===== src/rtl/tsu_pkg.sv =====
package tsu_pkg;
  // register word offsets
  localparam int TSU_TX_CTRL = 0;
  localparam int TSU_RX_CTRL = 1;
  localparam int TSU_RX_MATCH = 2;
  localparam int TSU_TX_LO = 3;
  localparam int TSU_TX_HI = 4;
  localparam int TSU_RX_LO = 5;
  localparam int TSU_RX_HI = 6;
  localparam int TSU_IRQ = 7;
  localparam int TSU_NUM_DIR = 2;  // index 0 transmit, 1 receive

  // strobes and state handed from control to datapath
  typedef struct packed {
    logic txLoad;
    logic rxLoad;
    logic txValid;
    logic rxValid;
  } tsuCtlT;
endpackage


===== src/rtl/tsu_ctrl.sv =====
module tsu_ctrl
  import tsu_pkg::*;
#(
  parameter int ADDR_W = 3,
  parameter int DATA_W = 32,
  parameter int TYPE_W = 4
) (
  input  logic              clk,
  input  logic              rstN,
  input  logic              txEvent,
  input  logic              rxEvent,
  input  logic [TYPE_W-1:0] rxMsgType,
  input  logic              regWrEn,
  input  logic              regRdEn,
  input  logic [ADDR_W-1:0] regAddr,
  input  logic [DATA_W-1:0] regWrData,
  output tsuCtlT            ctl,
  output logic [DATA_W-1:0] txCtrlWord,
  output logic [DATA_W-1:0] rxCtrlWord,
  output logic [DATA_W-1:0] matchWord,
  output logic [DATA_W-1:0] irqWord,
  output logic              tsIrq
);
  localparam logic [ADDR_W-1:0] aTxCtrl = ADDR_W'(TSU_TX_CTRL);
  localparam logic [ADDR_W-1:0] aRxCtrl = ADDR_W'(TSU_RX_CTRL);
  localparam logic [ADDR_W-1:0] aMatch  = ADDR_W'(TSU_RX_MATCH);
  localparam logic [ADDR_W-1:0] aTxHi   = ADDR_W'(TSU_TX_HI);
  localparam logic [ADDR_W-1:0] aRxHi   = ADDR_W'(TSU_RX_HI);
  localparam logic [ADDR_W-1:0] aIrq    = ADDR_W'(TSU_IRQ);

  logic txEn, rxEn, txValid, rxValid, rxFilterOn, irqCause, irqMask;
  logic [TYPE_W-1:0] rxMatch;
  logic wrTxCtrl, wrRxCtrl, wrMatch, wrIrq, rdTxHi, rdRxHi;
  logic txDisable, rxDisable, rxTypeOk, txFire, rxFire;
  logic unusedWrBits;

  assign unusedWrBits = ^regWrData;

  assign wrTxCtrl = regWrEn && (regAddr == aTxCtrl);
  assign wrRxCtrl = regWrEn && (regAddr == aRxCtrl);
  assign wrMatch  = regWrEn && (regAddr == aMatch);
  assign wrIrq    = regWrEn && (regAddr == aIrq);
  assign rdTxHi   = regRdEn && (regAddr == aTxHi);
  assign rdRxHi   = regRdEn && (regAddr == aRxHi);

  // a write that clears an enable bit wins over any event in that cycle
  assign txDisable = wrTxCtrl && !regWrData[0];
  assign rxDisable = wrRxCtrl && !regWrData[0];
  assign rxTypeOk  = !rxFilterOn || (rxMsgType == rxMatch);
  assign txFire    = txEn && txEvent && !txValid && !txDisable;
  assign rxFire    = rxEn && rxEvent && !rxValid && !rxDisable && rxTypeOk;

  always_ff @(posedge clk) begin
    if (!rstN) begin
      txEn <= 1'b0;
      rxEn <= 1'b0;
      rxFilterOn <= 1'b0;
      rxMatch <= '0;
      irqMask <= 1'b0;
    end else begin
      if (wrTxCtrl) txEn <= regWrData[0];
      if (wrRxCtrl) begin
        rxEn <= regWrData[0];
        rxFilterOn <= regWrData[2];
      end
      if (wrMatch) rxMatch <= regWrData[TYPE_W-1:0];
      if (wrIrq) irqMask <= regWrData[1];
    end
  end

  // slot lock state: set by a capture, released by high read or disable
  always_ff @(posedge clk) begin
    if (!rstN) begin
      txValid <= 1'b0;
      rxValid <= 1'b0;
    end else begin
      if (txDisable) txValid <= 1'b0;
      else if (txFire) txValid <= 1'b1;
      else if (rdTxHi) txValid <= 1'b0;
      if (rxDisable) rxValid <= 1'b0;
      else if (rxFire) rxValid <= 1'b1;
      else if (rdRxHi) rxValid <= 1'b0;
    end
  end

  // transmit cause: a new capture takes precedence over a clearing write
  always_ff @(posedge clk) begin
    if (!rstN) irqCause <= 1'b0;
    else if (txFire) irqCause <= 1'b1;
    else if (wrIrq && regWrData[0]) irqCause <= 1'b0;
  end

  assign ctl.txLoad  = txFire;
  assign ctl.rxLoad  = rxFire;
  assign ctl.txValid = txValid;
  assign ctl.rxValid = rxValid;

  assign txCtrlWord = DATA_W'({txValid, txEn});
  assign rxCtrlWord = DATA_W'({rxFilterOn, rxValid, rxEn});
  assign matchWord  = DATA_W'(rxMatch);
  assign irqWord    = DATA_W'({irqMask, irqCause});
  assign tsIrq      = irqCause && irqMask;

  // high-word read releases the lock
  p_hi_read_release_r4: assert property (@(posedge clk) disable iff (!rstN)
    (rdTxHi && txValid) |=> !txValid);
  // event colliding with the unlocking read is dropped
  p_collide_drop_r8: assert property (@(posedge clk) disable iff (!rstN)
    (rdTxHi && txValid && txEvent) |=> !txValid);
  // a disabled direction never holds a capture
  p_disabled_clear_r5: assert property (@(posedge clk) disable iff (!rstN)
    !rxEn |-> !rxValid);
  // every new transmit capture leaves the cause bit set
  p_cause_on_capture_r7: assert property (@(posedge clk) disable iff (!rstN)
    $rose(txValid) |-> irqCause);
endmodule


===== src/rtl/tsu_datapath.sv =====
module tsu_datapath
  import tsu_pkg::*;
#(
  parameter int ADDR_W = 3,
  parameter int DATA_W = 32
) (
  input  logic                clk,
  input  logic                rstN,
  input  tsuCtlT              ctl,
  input  logic [2*DATA_W-1:0] timeNow,
  input  logic                regRdEn,
  input  logic [ADDR_W-1:0]   regAddr,
  input  logic [DATA_W-1:0]   txCtrlWord,
  input  logic [DATA_W-1:0]   rxCtrlWord,
  input  logic [DATA_W-1:0]   matchWord,
  input  logic [DATA_W-1:0]   irqWord,
  output logic [DATA_W-1:0]   regRdData
);
  localparam int TIME_W = 2 * DATA_W;

  logic [TIME_W-1:0] capReg [TSU_NUM_DIR];
  logic [TSU_NUM_DIR-1:0] loadVec, validVec;

  assign loadVec  = {ctl.rxLoad, ctl.txLoad};
  assign validVec = {ctl.rxValid, ctl.txValid};

  for (genvar d = 0; d < TSU_NUM_DIR; d++) begin : g_slot
    always_ff @(posedge clk) begin
      if (!rstN) capReg[d] <= '0;
      else if (loadVec[d]) capReg[d] <= timeNow;
    end
    // a held slot keeps its value
    p_hold_value_r3: assert property (@(posedge clk) disable iff (!rstN)
      validVec[d] |=> $stable(capReg[d]));
  end

  always_comb begin
    regRdData = '0;
    if (regRdEn) begin
      case (int'(regAddr))
        TSU_TX_CTRL:  regRdData = txCtrlWord;
        TSU_RX_CTRL:  regRdData = rxCtrlWord;
        TSU_RX_MATCH: regRdData = matchWord;
        TSU_TX_LO:    regRdData = capReg[0][DATA_W-1:0];
        TSU_TX_HI:    regRdData = capReg[0][TIME_W-1:DATA_W];
        TSU_RX_LO:    regRdData = capReg[1][DATA_W-1:0];
        TSU_RX_HI:    regRdData = capReg[1][TIME_W-1:DATA_W];
        default:      regRdData = irqWord;
      endcase
    end
  end
endmodule


===== src/rtl/tsu_capture.sv =====
module tsu_capture
  import tsu_pkg::*;
#(
  parameter int ADDR_W = 3,
  parameter int DATA_W = 32,
  parameter int TYPE_W = 4
) (
  input  logic                clk,
  input  logic                rstN,
  input  logic [2*DATA_W-1:0] timeNow,
  input  logic                txEvent,
  input  logic                rxEvent,
  input  logic [TYPE_W-1:0]   rxMsgType,
  input  logic                regWrEn,
  input  logic                regRdEn,
  input  logic [ADDR_W-1:0]   regAddr,
  input  logic [DATA_W-1:0]   regWrData,
  output logic [DATA_W-1:0]   regRdData,
  output logic                tsIrq
);
  tsuCtlT ctl;
  logic [DATA_W-1:0] txCtrlWord, rxCtrlWord, matchWord, irqWord;

  tsu_ctrl #(.ADDR_W(ADDR_W), .DATA_W(DATA_W), .TYPE_W(TYPE_W)) u_ctrl (
    .clk(clk), .rstN(rstN), .txEvent(txEvent), .rxEvent(rxEvent),
    .rxMsgType(rxMsgType), .regWrEn(regWrEn), .regRdEn(regRdEn),
    .regAddr(regAddr), .regWrData(regWrData), .ctl(ctl),
    .txCtrlWord(txCtrlWord), .rxCtrlWord(rxCtrlWord), .matchWord(matchWord),
    .irqWord(irqWord), .tsIrq(tsIrq)
  );

  tsu_datapath #(.ADDR_W(ADDR_W), .DATA_W(DATA_W)) u_dp (
    .clk(clk), .rstN(rstN), .ctl(ctl), .timeNow(timeNow),
    .regRdEn(regRdEn), .regAddr(regAddr), .txCtrlWord(txCtrlWord),
    .rxCtrlWord(rxCtrlWord), .matchWord(matchWord), .irqWord(irqWord),
    .regRdData(regRdData)
  );
endmodule


===== config.mk =====
export PLATFORM = sky130hd
export DESIGN_NAME = tsu_capture
export DESIGN_NICKNAME = d
export VERILOG_FILES = /design/src/rtl/tsu_pkg.sv /design/src/rtl/tsu_ctrl.sv /design/src/rtl/tsu_datapath.sv /design/src/rtl/tsu_capture.sv
export SDC_FILE = /design/constraint.sdc
export NUM_CORES = 1
export LEC_CHECK = 0
export BUFFER_PORTS_ARGS = -buffer_cell sky130_fd_sc_hd__buf_2
export CORE_MARGIN = 2
export CORE_UTILIZATION = 50
export CTS_BUF_LIST = sky130_fd_sc_hd__clkbuf_4 sky130_fd_sc_hd__clkbuf_8
export CTS_CLUSTER_DIAMETER = 100
export CTS_CLUSTER_SIZE = 16
export DETAILED_ROUTE_END_ITERATION = 10
export PLACE_DENSITY = 0.79
export SYNTH_ARGS = -nofsm -noshare
export SYNTH_HDL_FRONTEND = slang
export SYNTH_SLANG_ARGS = --single-unit
export TNS_END_PERCENT = 5

===== constraint.sdc =====
create_clock -name clk -period 18.35 [get_ports clk]
set_clock_uncertainty 0.05 [all_clocks]
set_input_delay 2.7525 -clock clk [delete_from_list [all_inputs] [get_ports clk]]
set_output_delay 2.7525 -clock clk [all_outputs]
set_load 0.02 [all_outputs]

==> impl_results.md, run 1 <==
- Worst-path fanout max: 23
- GP Congestion: 0.839
- Top cell by count, worst path: buf_2
- Core area: 0.0121 mm²
- Sink Count: 139
- Fin. max-slew vios: 0
- GRT Util Overall: 21.5%
- DRT iter0 DRCs: 250
- Routed wire length: 13,800 µm
- Clk pin slew, worst setup/hold paths: 0.07 ns
- DIE AREA: 0.0134 mm²
- M1 GR Usage: 25.2%
- CP required: 15.55 ns
- Setup_tns: 0 ns
- Final period util: 40.9%
- Async set-reset flop share out of synthesis: 0%
- Status: finished, final reports clean
- Pleak: 2.81 nW
- Buffers added on ports: 113
- DP Area: 0.00695 mm²
- Power Total: 0.622 mW
- Seq/Total Area, Yosys: 65.2%
- Synth Flop Type: edfxtp_1
- Number of global-route vias before repair: 4,345
- CTS root buffer: clkbuf_8
- Worst Setup End Kind: output pin
- Initial Util: 51.4%
- Syn Nets: 590
- First-pass iteration count of the detailed router: 5
- Tightest Pin Transition: 0.879 ns
- CTS max path bufs: 2
- Max Freq: 133 MHz
- RSZ-0062 raised after global routing: no
- # nets final: 697
- WL per Instance: 17.9 µm
- Met2 GRT Util: 38.6%
- Slowest stage cell, crit path: nor2_2
- Commonest non-fill, non-tap cells in the layout: and2_1 (129), edfxtp_1 (128), buf_2 (113)
- Pwr Density: 85.3 mW/mm²
- Period minus WS final: 7.51 ns
- Post-route DRC: 0
- Die width: 116 µm
- CP peak stage delay: 0.58 ns
- GR Layer Usage met3: 5.28%
- Max cap viols: 0
- Relative slew slack: 41.4%
- CTS Hold Bufs: 0
- Post-Syn Area: 0.00623 mm²
- GRT Max-Usage Layer: met2
- HP Class: reg -> reg
- Die Ht: 116 µm
- WS Path Type: in -> out
- Post-cts sizing count: 0
- Top delay family on crit path: buffers and inverters
- Grt ovf: 0
- # fillers: 1,012
- CP Buf/Inv Count: 3
- Synth Instances: 481
- Setup violators final: 0
- Most common cell after layout, fill and taps aside: and2_1
- Final ANT Viol Nets: 0
- Design area: 0.00729 mm²
- Largest net degree at the start of global routing: 66
- TritonCTS clock tree: done
- Synth Register Bits: 139
- Layout cell share with drive strength beyond 1: 26.3%
- Antenna violations before repair: 1
- Row Count: 40
- Post-CTS setup buffers: 0
- Syn. warnings: 0
- Vias/cell: 5.45
- H-tree depth: 4
- Critical Path, Cell by Cell: buf_2, nand2_1, nor2_2, buf_4, a22oi_1, a21oi_1, buf_2
- First-pass GRT wire length: 21,400 µm
- VDD IR max: 0.0000503 V
- Io pins: 142
- WP data arrival: 4.71 ns
- Vias: 4,197
- Hold Vio Cnt, Final: 0
- Clock Latency Late Sink: 0.43 ns
- CTS Buf Count: 17
- Worst hold margin: 0.446 ns
- Post-synth cell types: 41
- Startpoint Class: input port
- Post-synth EDFFs: 128
- Final HPWL DP: 8180 µm
- Mapped Avg Cell Area: 13.0 µm²
- Area growth from synthesis to layout: 17.0%
-- registers in the layout (all words and copies together) (netlist names) --
name / count
u_ctrl.irqCause: 1
u_ctrl.irqMask: 1
u_ctrl.rxEn: 1
u_ctrl.rxFilterOn: 1
u_ctrl.rxMatch: 4
u_ctrl.rxValid: 1
u_ctrl.txEn: 1
u_ctrl.txValid: 1
u_dp.capReg: 128
-- path summary, 6_finish.rpt --
kind                      from                  to  slack [ns]  cells after the start
max                 regAddr[1]       regRdData[13]       10.84                      7
min                u_ctrl.rxEn         u_ctrl.rxEn        0.45                      2
max reg2reg  u_ctrl.rxMatch[0]  u_dp.capReg[1][47]       15.83                      4
min reg2reg        u_ctrl.rxEn         u_ctrl.rxEn        0.45                      2
-- area by class of cell --
type	count	area, µm²	area share, %
Antenna cell	1	2.50	0.0343
Clock buffer	20	256	3.52
Clock inverter	12	81.3	1.12
Inverter	3	11.3	0.155
Multi-Input combinational cell	305	2030	27.8
Sequential cell	139	4060	55.8
Tap cell	168	210	2.88
Timing Repair Buffer	122	633	8.69
-- power by group --
| part | switching (mW) | internal [mW] |
|---|---|---|
| Combinational | 0.0292 | 0.0160 |
| Sequential | 0.00377 | 0.357 |
| Clock | 0.108 | 0.108 |
| Total | 0.141 | 0.480 |
-- cell families after synthesis --
kind of cell / after synthesis / synth area share (%)
flip-flops: 139 / 65.2
multiplexers: 12 / 1.95
XOR/XNOR: 4 / 0.562
AND/OR/NAND/NOR: 177 / 17.1
buffers and inverters: 37 / 2.97
AO/OA/AOI/OAI: 112 / 12.2
-- worst min-delay path, stage by stage (launching register included) --
cell and delay [ns]:
dfxtp_1 0.33, nand2_1 0.05, a21boi_0 0.06
-- cells in the mapped netlist (5+ instances only) --
cell type / n / share of area, %
dfxtp_1: 11 / 3.5
and2_1: 129 / 13
a22oi_1: 57 / 6.9
clkbuf_1: 23 / 1.4
nand2_1: 15 / 0.90
edfxtp_1: 128 / 62
nor2b_1: 7 / 0.70
mux2i_1: 11 / 1.8
buf_6: 5 / 0.90
a21oi_1: 35 / 2.8
nor2_1: 8 / 0.48
-- layer usage --
layer	wire (µm)	share of wire (%)	up-vias
met5	0	0	-
met4	235	1.7	0
met3	725	5.3	23
met2	7180	52	125
met1	5650	41	2058
li1	-	-	1991
-- through the flow --
stage	setup WS [ns]	utilization (%)	instances
floorplan	7.74	-	481
global route	10.68	60.2	769
global placement	10.82	57.4	737
CTS	10.82	60.2	769
finish	10.84	60.2	770
detailed placement	10.83	57.4	737
Power figures use the tool's default switching activity.
==> run 2, diff against run 1 <==
--- a/config.mk
+++ b/config.mk
@@ -12,7 +12,7 @@
 export CTS_CLUSTER_DIAMETER = 100
 export CTS_CLUSTER_SIZE = 16
 export DETAILED_ROUTE_END_ITERATION = 10
-export PLACE_DENSITY = 0.79
+export PLACE_DENSITY = 0.82
 export SYNTH_ARGS = -nofsm -noshare
 export SYNTH_HDL_FRONTEND = slang
 export SYNTH_SLANG_ARGS = --single-unit
==> constraint.sdc (replaced) <==
create_clock -name clk -period 6.8 [get_ports clk]
set_clock_uncertainty 0.05 [all_clocks]
set_input_delay 1.02 -clock clk [delete_from_list [all_inputs] [get_ports clk]]
set_output_delay 1.02 -clock clk [all_outputs]
set_load 0.02 [all_outputs]
==> run 2 against run 1 <==
Effect of this change:
- hold slack worse by 0.0026 ns
- combinational power grew to 2.7 times the previous value
- count of clock-buffer cells in the layout is 1 higher
- register-to-register slack worse by 12 ns
- largest power group unchanged
==> impl_results.md, run 2 (synthesized netlist as in run 1, its figures left out) <==
- Status: finished, final reports clean
- First-pass GRT wire length: 20,700 µm (-3.6%)
- Clk pin slew, worst setup/hold paths: 0.07 ns (about the same)
- Number of global-route vias before repair: 4,179 (-3.8%)
- Combinational Power Share: 7.1% (-0.2 points)
- Hold path depth: 2 (unchanged)
- Post-route DRC: 0 (unchanged)
- Max cap viols: 0 (unchanged)
- Die Ht: 116 µm (unchanged)
- HP Class: reg -> reg
- RSZ-0062 raised after global routing: no
- GP Congestion: 0.793 (-5.5%)
- H-tree depth: 4 (unchanged)
- Sink Count: 139 (unchanged)
- Grt ovf: 0 (unchanged)
- Worst-path fanout max: 26 (+13%)
- TritonCTS clock tree: done
- Fin. max-slew vios: 0 (unchanged)
- Reg-to-reg startpoint: u_ctrl.rxMatch[1]
- Most common cell after layout, fill and taps aside: and2_1
- Core area: 0.0121 mm² (unchanged)
- Final setup margin: 2.37 ns (-8.46 ns)
- Vias: 4,205 (+0.19%)
- Cell depth of the worst flop-to-flop path: 4 (unchanged)
- WS Path Type: in -> out
- Biggest regs: u_dp.capReg x128, u_ctrl.rxMatch x4
- DRT iter0 DRCs: 358 (+43%)
- CTS Hold Bufs: 0 (unchanged)
- WL per Instance: 17.5 µm (-2.5%)
- Net Switching: 0.379 mW (+170%)
- Relative slew slack: 30.6% (-11 points)
- Reg power frac: 56.6% (-1.4 points)
- Setup violators final: 0 (unchanged)
- Final period util: 65.1%
- Hold Vio Cnt, Final: 0 (unchanged)
- Max Freq: 226 MHz
- Clk network pwr share: 36.3% (+1.6 points)
- Buffers added on ports: 113 (unchanged)
- Layout cell share with drive strength beyond 1: 26.6% (+0.29 points)
- GRT Util Overall: 20.8% (-0.77 points)
- Vias/cell: 5.46 (+0.19%)
- # fillers: 963 (-4.8%)
- Largest net degree at the start of global routing: 65 (-1.5%)
- Max reg flops: 128 (unchanged)
- Area growth from synthesis to layout: 17.7%
- Reg2reg setup slack: 4.26 ns (-11.57 ns)
- Pleak: 2.83 nW (+0.68%)
- Cell Int Power: 1.34 mW (+180%)
- Final HPWL DP: 8350 µm (+2.1%)
- Startpoint Class: input port
- # nets final: 698 (+0.14%)
- Commonest non-fill, non-tap cells in the layout: and2_1 (129), edfxtp_1 (128), buf_2 (113)
- Post-cts sizing count: 0 (unchanged)
- CTS root buffer: clkbuf_8
- Die width: 116 µm (unchanged)
- Initial Util: 51.4% (unchanged)
- Final ANT Viol Nets: 0 (unchanged)
- CP required: 5.73 ns (-9.82 ns)
- Tightest Pin Transition: 1.04 ns (+0.158 ns)
- DIE AREA: 0.0134 mm² (unchanged)
- Routed wire length: 13,400 µm (-2.5%)
- Power Total: 1.72 mW (+180%)
- Multi-input gate area: 0.00204 mm² (+0.55%)
- Pwr Density: 234 mW/mm² (+170%)
- Clock Latency Late Sink: 0.42 ns (about the same)
- Worst hold margin: 0.443 ns (-0.00259 ns)
- Row Count: 40 (unchanged)
- Dpl ws: 2.30 ns (-8.52 ns)
- Io pins: 142 (unchanged)
- Reg area: 0.00406 mm² (unchanged)
- CTS max path bufs: 2 (unchanged)
- Largest register by flop count: u_dp.capReg
- CTS Buf Count: 17 (unchanged)
- VDD IR max: 0.000166 V (+230%)
- Period minus WS final: 4.43 ns
- Worst Setup End Kind: output pin
- Antenna violations before repair: 0 (-1)
- Antenna cells: 0 (-1)
- Post-CTS setup buffers: 0 (unchanged)
- Hold Path Sink: u_ctrl.irqCause
- WP data arrival: 3.36 ns (-1.35 ns)
- Min-delay src: u_ctrl.irqCause
- First-pass iteration count of the detailed router: 4 (-1)
- Switching share of power: 22.0% (-0.68 points)
- Worst reg2reg endpoint: u_dp.capReg[1][7]
-- run 2: worst max-delay path by stage --
stage | cells after the start | end | start
floorplan | 4 | u_dp.capReg[0][0] | regAddr[1]
global placement | 6 | regRdData[16] | regAddr[2]
detailed placement | 6 | regRdData[16] | regAddr[2]
CTS | 6 | regRdData[16] | regAddr[2]
global route | 6 | regRdData[16] | regAddr[2]
finish | 6 | regRdData[16] | regAddr[2]
-- run 2: per-stage QoR --
step / instances / setup TNS (ns) / area [µm²] / util [%]
5_1_grt: 770 / 0 / 7330 / 60.5
3_5_place_dp: 738 / 0 / 6970 / 57.5
6_report: 770 / 0 / 7330 / 60.5
4_1_cts: 770 / 0 / 7330 / 60.5
2_1_floorplan: 481 / -9.46 / 6240 / -
3_3_place_gp: 738 / 0 / 6970 / 57.5
-- run 2: critical path, cell delays in order --
cell,delay (ns)
buf_2,0.40
nor3b_2,0.92
buf_4,0.41
a22oi_1,0.13
a21oi_1,0.25
buf_2,0.20
-- run 2: per-layer routing --
metal | track usage (%) | wire length (µm) | vias up
li1 | - | - | 1987
met1 | 26.3 | 5600 | 2063
met2 | 35.1 | 6900 | 146
met3 | 5.44 | 864 | 9
met4 | 6.75 | 93 | 0
met5 | 0 | 0 | -
-- run 2: area by class of cell --
type | count | area share, %
Multi-Input combinational cell | 305 | 27.8
Tap cell | 168 | 2.87
Timing Repair Buffer | 123 | 8.74
Clock buffer | 21 | 3.60
Inverter | 3 | 0.154
Sequential cell | 139 | 55.4
Clock inverter | 11 | 1.40
-- run 2: power groups by stage --
stage          Sequential [mW]  Clock [mW]  Combinational [mW]
3_3_place_gp             0.989           0               0.120
3_5_place_dp             0.991           0               0.123
2_1_floorplan            0.992           0              0.0654
4_1_cts                  0.972       0.633               0.123
5_1_grt                  0.975       0.672               0.134
6_report                 0.972       0.624               0.122
==> run 3, diff against run 2 <==
--- a/config.mk
+++ b/config.mk
@@ -12,7 +12,7 @@
 export CTS_CLUSTER_DIAMETER = 100
 export CTS_CLUSTER_SIZE = 16
 export DETAILED_ROUTE_END_ITERATION = 10
-export PLACE_DENSITY = 0.82
+export PLACE_DENSITY = 0.79
 export SYNTH_ARGS = -nofsm -noshare
 export SYNTH_HDL_FRONTEND = slang
 export SYNTH_SLANG_ARGS = --single-unit
==> constraint.sdc (replaced) <==
create_clock -name clk -period 4.1 [get_ports clk]
set_clock_uncertainty 0.05 [all_clocks]
set_input_delay 0.615 -clock clk [delete_from_list [all_inputs] [get_ports clk]]
set_output_delay 0.615 -clock clk [all_outputs]
set_load 0.02 [all_outputs]
==> run 3 against run 2 <==
Effect of this change:
- register-to-register slack got worse by 2.6 ns
- critical path depth is 1 higher
- wire length grew 1.7%
- largest cell class unchanged
- via count increased by 0.90%
- largest power group unchanged
- first-iteration DRC count decreased by 30%
==> impl_results.md, run 3 (synthesized netlist as in run 1, its figures left out) <==
- Status: finished, final reports clean
- Cell depth of the worst flop-to-flop path: 4 (unchanged)
- Layout cell share with drive strength beyond 1: 27.1% (+0.53 points)
- CTS root buffer: clkbuf_8
- Die Ht: 116 µm (unchanged)
- Grt ovf: 0 (unchanged)
- CP peak stage delay: 0.63 ns (-0.29 ns)
- Top cell by count, worst path: buf_2
- Worst hold margin: 0.400 ns (-0.0431 ns)
- WL per Instance: 17.7 µm (+1.1%)
- Critical Path, Cell by Cell: buf_2, inv_1, nor3b_4, buf_12, a22oi_1, a21oi_1, buf_2
- Sink Count: 139 (unchanged)
- Design area: 0.00733 mm² (about the same)
- Util after Layout: 60.6% (about the same)
- VDD IR max: 0.000231 V (+39%)
- Worst Setup End Kind: output pin
- Period minus WS final: 3.27 ns
- Largest register by flop count: u_dp.capReg
- Vias/cell: 5.47 (+0.25%)
- GP Congestion: 0.814 (+2.6%)
- Fin. max-slew vios: 0 (unchanged)
- Placed cell count: 741 (+0.41%)
- Startpoint Class: input port
- Buffers added on ports: 113 (unchanged)
- Number of global-route vias before repair: 4,350 (+4.1%)
- First-pass GRT wire length: 21,400 µm (+3.6%)
- Post-route DRC: 0 (unchanged)
- Vias: 4,243 (+0.90%)
- HP Class: in -> reg
- WS Path Type: in -> out
- Post-Layout Cell Count: 775 (+0.65%)
- CTS Buf Count: 17 (unchanged)
- Antenna violations before repair: 1 (+1)
- Area growth from synthesis to layout: 17.7% (about the same)
- Reg area: 0.00406 mm² (unchanged)
- Post-CTS setup buffers: 0 (unchanged)
- Post-cts sizing count: 0 (unchanged)
- Pleak: 2.83 nW (about the same)
- Largest net degree at the start of global routing: 66 (+1.5%)
- Power Total: 2.76 mW (+61%)
- Worst-path fanout max: 18 (-31%)
- Multi-input gate area: 0.00204 mm² (unchanged)
- Dpl ws: 0.888 ns (-1.41 ns)
- Max Freq: 306 MHz
- H-tree depth: 4 (unchanged)
- Core area: 0.0121 mm² (unchanged)
- Setup violators final: 0 (unchanged)
- DIE AREA: 0.0134 mm² (unchanged)
- Clock Latency Late Sink: 0.42 ns (about the same)
- Most common cell after layout, fill and taps aside: and2_1
- RSZ-0062 raised after global routing: no
- Commonest non-fill, non-tap cells in the layout: and2_1 (129), edfxtp_1 (128), buf_2 (113)
- Clk pin slew, worst setup/hold paths: 0.07 ns (about the same)
- DRT iter0 DRCs: 251 (-30%)
- Routed wire length: 13,700 µm (+1.7%)
- CTS max path bufs: 2 (unchanged)
- Row Count: 40 (unchanged)
- # fillers: 993 (+3.1%)
- Die width: 116 µm (unchanged)
- DP Area: 0.00700 mm² (+0.50%)
- Final period util: 79.7%
- Slowest stage cell, crit path: nor3b_4
- TritonCTS clock tree: done
- Final ANT Viol Nets: 0 (unchanged)
- # nets final: 701 (+0.43%)
- WP data arrival: 2.60 ns (-0.76 ns)
- Relative slew slack: 49.5% (+19 points)
- Tightest Pin Transition: 0.756 ns (-0.280 ns)
- Pwr Density: 376 mW/mm² (+61%)
- Biggest regs: u_dp.capReg x128, u_ctrl.rxMatch x4
- Setup_tns: 0 ns (unchanged)
- Hold path depth: 3 (+1)
- Initial Util: 51.4% (unchanged)
- Final HPWL DP: 8550 µm (+2.4%)
- GRT Util Overall: 21.4% (+0.61 points)
- Hold Vio Cnt, Final: 0 (unchanged)
- Final setup margin: 0.831 ns (-1.54 ns)
- First-pass iteration count of the detailed router: 4 (unchanged)
- Max cap viols: 0 (unchanged)
- CTS Hold Bufs: 0 (unchanged)
- Io pins: 142 (unchanged)
- CP required: 3.43 ns (-2.30 ns)
- Max reg flops: 128 (unchanged)
## run 3: changes by cell type in the layout (fill, tap and decap cells not counted), moves of 2 or more
cell       before  now
clkinv_4        0    3
buf_4          10   12
bufinv_16       2    0
diode_2         0    2
clkbuf_4        4    2
## run 3: cell type report
class | instances | area share (%)
Antenna cell | 2 | 0.0682
Clock buffer | 19 | 3.39
Clock inverter | 13 | 1.07
Inverter | 3 | 0.154
Multi-Input combinational cell | 305 | 27.8
Sequential cell | 139 | 55.4
Tap cell | 168 | 2.87
Timing Repair Buffer | 126 | 9.21
## run 3: worst max-delay path: cells and delay by family
kind                   cells  cell delay [ns]
buffers and inverters      4             0.98
and+or+nand+nor            1             0.63
AOI/OAI and AO/OA          2             0.36
## run 3: metal layers
layer | share of wire, % | track usage [%] | up-vias | wire length (µm)
met5 | 0 | 0 | - | 0
li1 | - | - | 1995 | -
met4 | 0.60 | 7.06 | 0 | 82
met3 | 6.5 | 5.96 | 9 | 891
met1 | 41 | 25.0 | 2077 | 5560
met2 | 52 | 38.1 | 162 | 7150
## run 3: power breakdown
part	leakage (nW)	switching (mW)	internal, mW
sequential	1.41	0.0169	1.60
combinational	1.25	0.132	0.0750
clock	0.173	0.517	0.423
total	2.83	0.665	2.09
## run 3: worst paths after layout
kind                             end  slack [ns]              start
setup / recovery       regRdData[16]        0.83         regAddr[0]
hold / removal     u_ctrl.rxMatch[3]        0.40       regWrData[3]
setup reg to reg  u_dp.capReg[1][52]        1.69  u_ctrl.rxMatch[1]
hold reg to reg          u_ctrl.rxEn        0.45        u_ctrl.rxEn
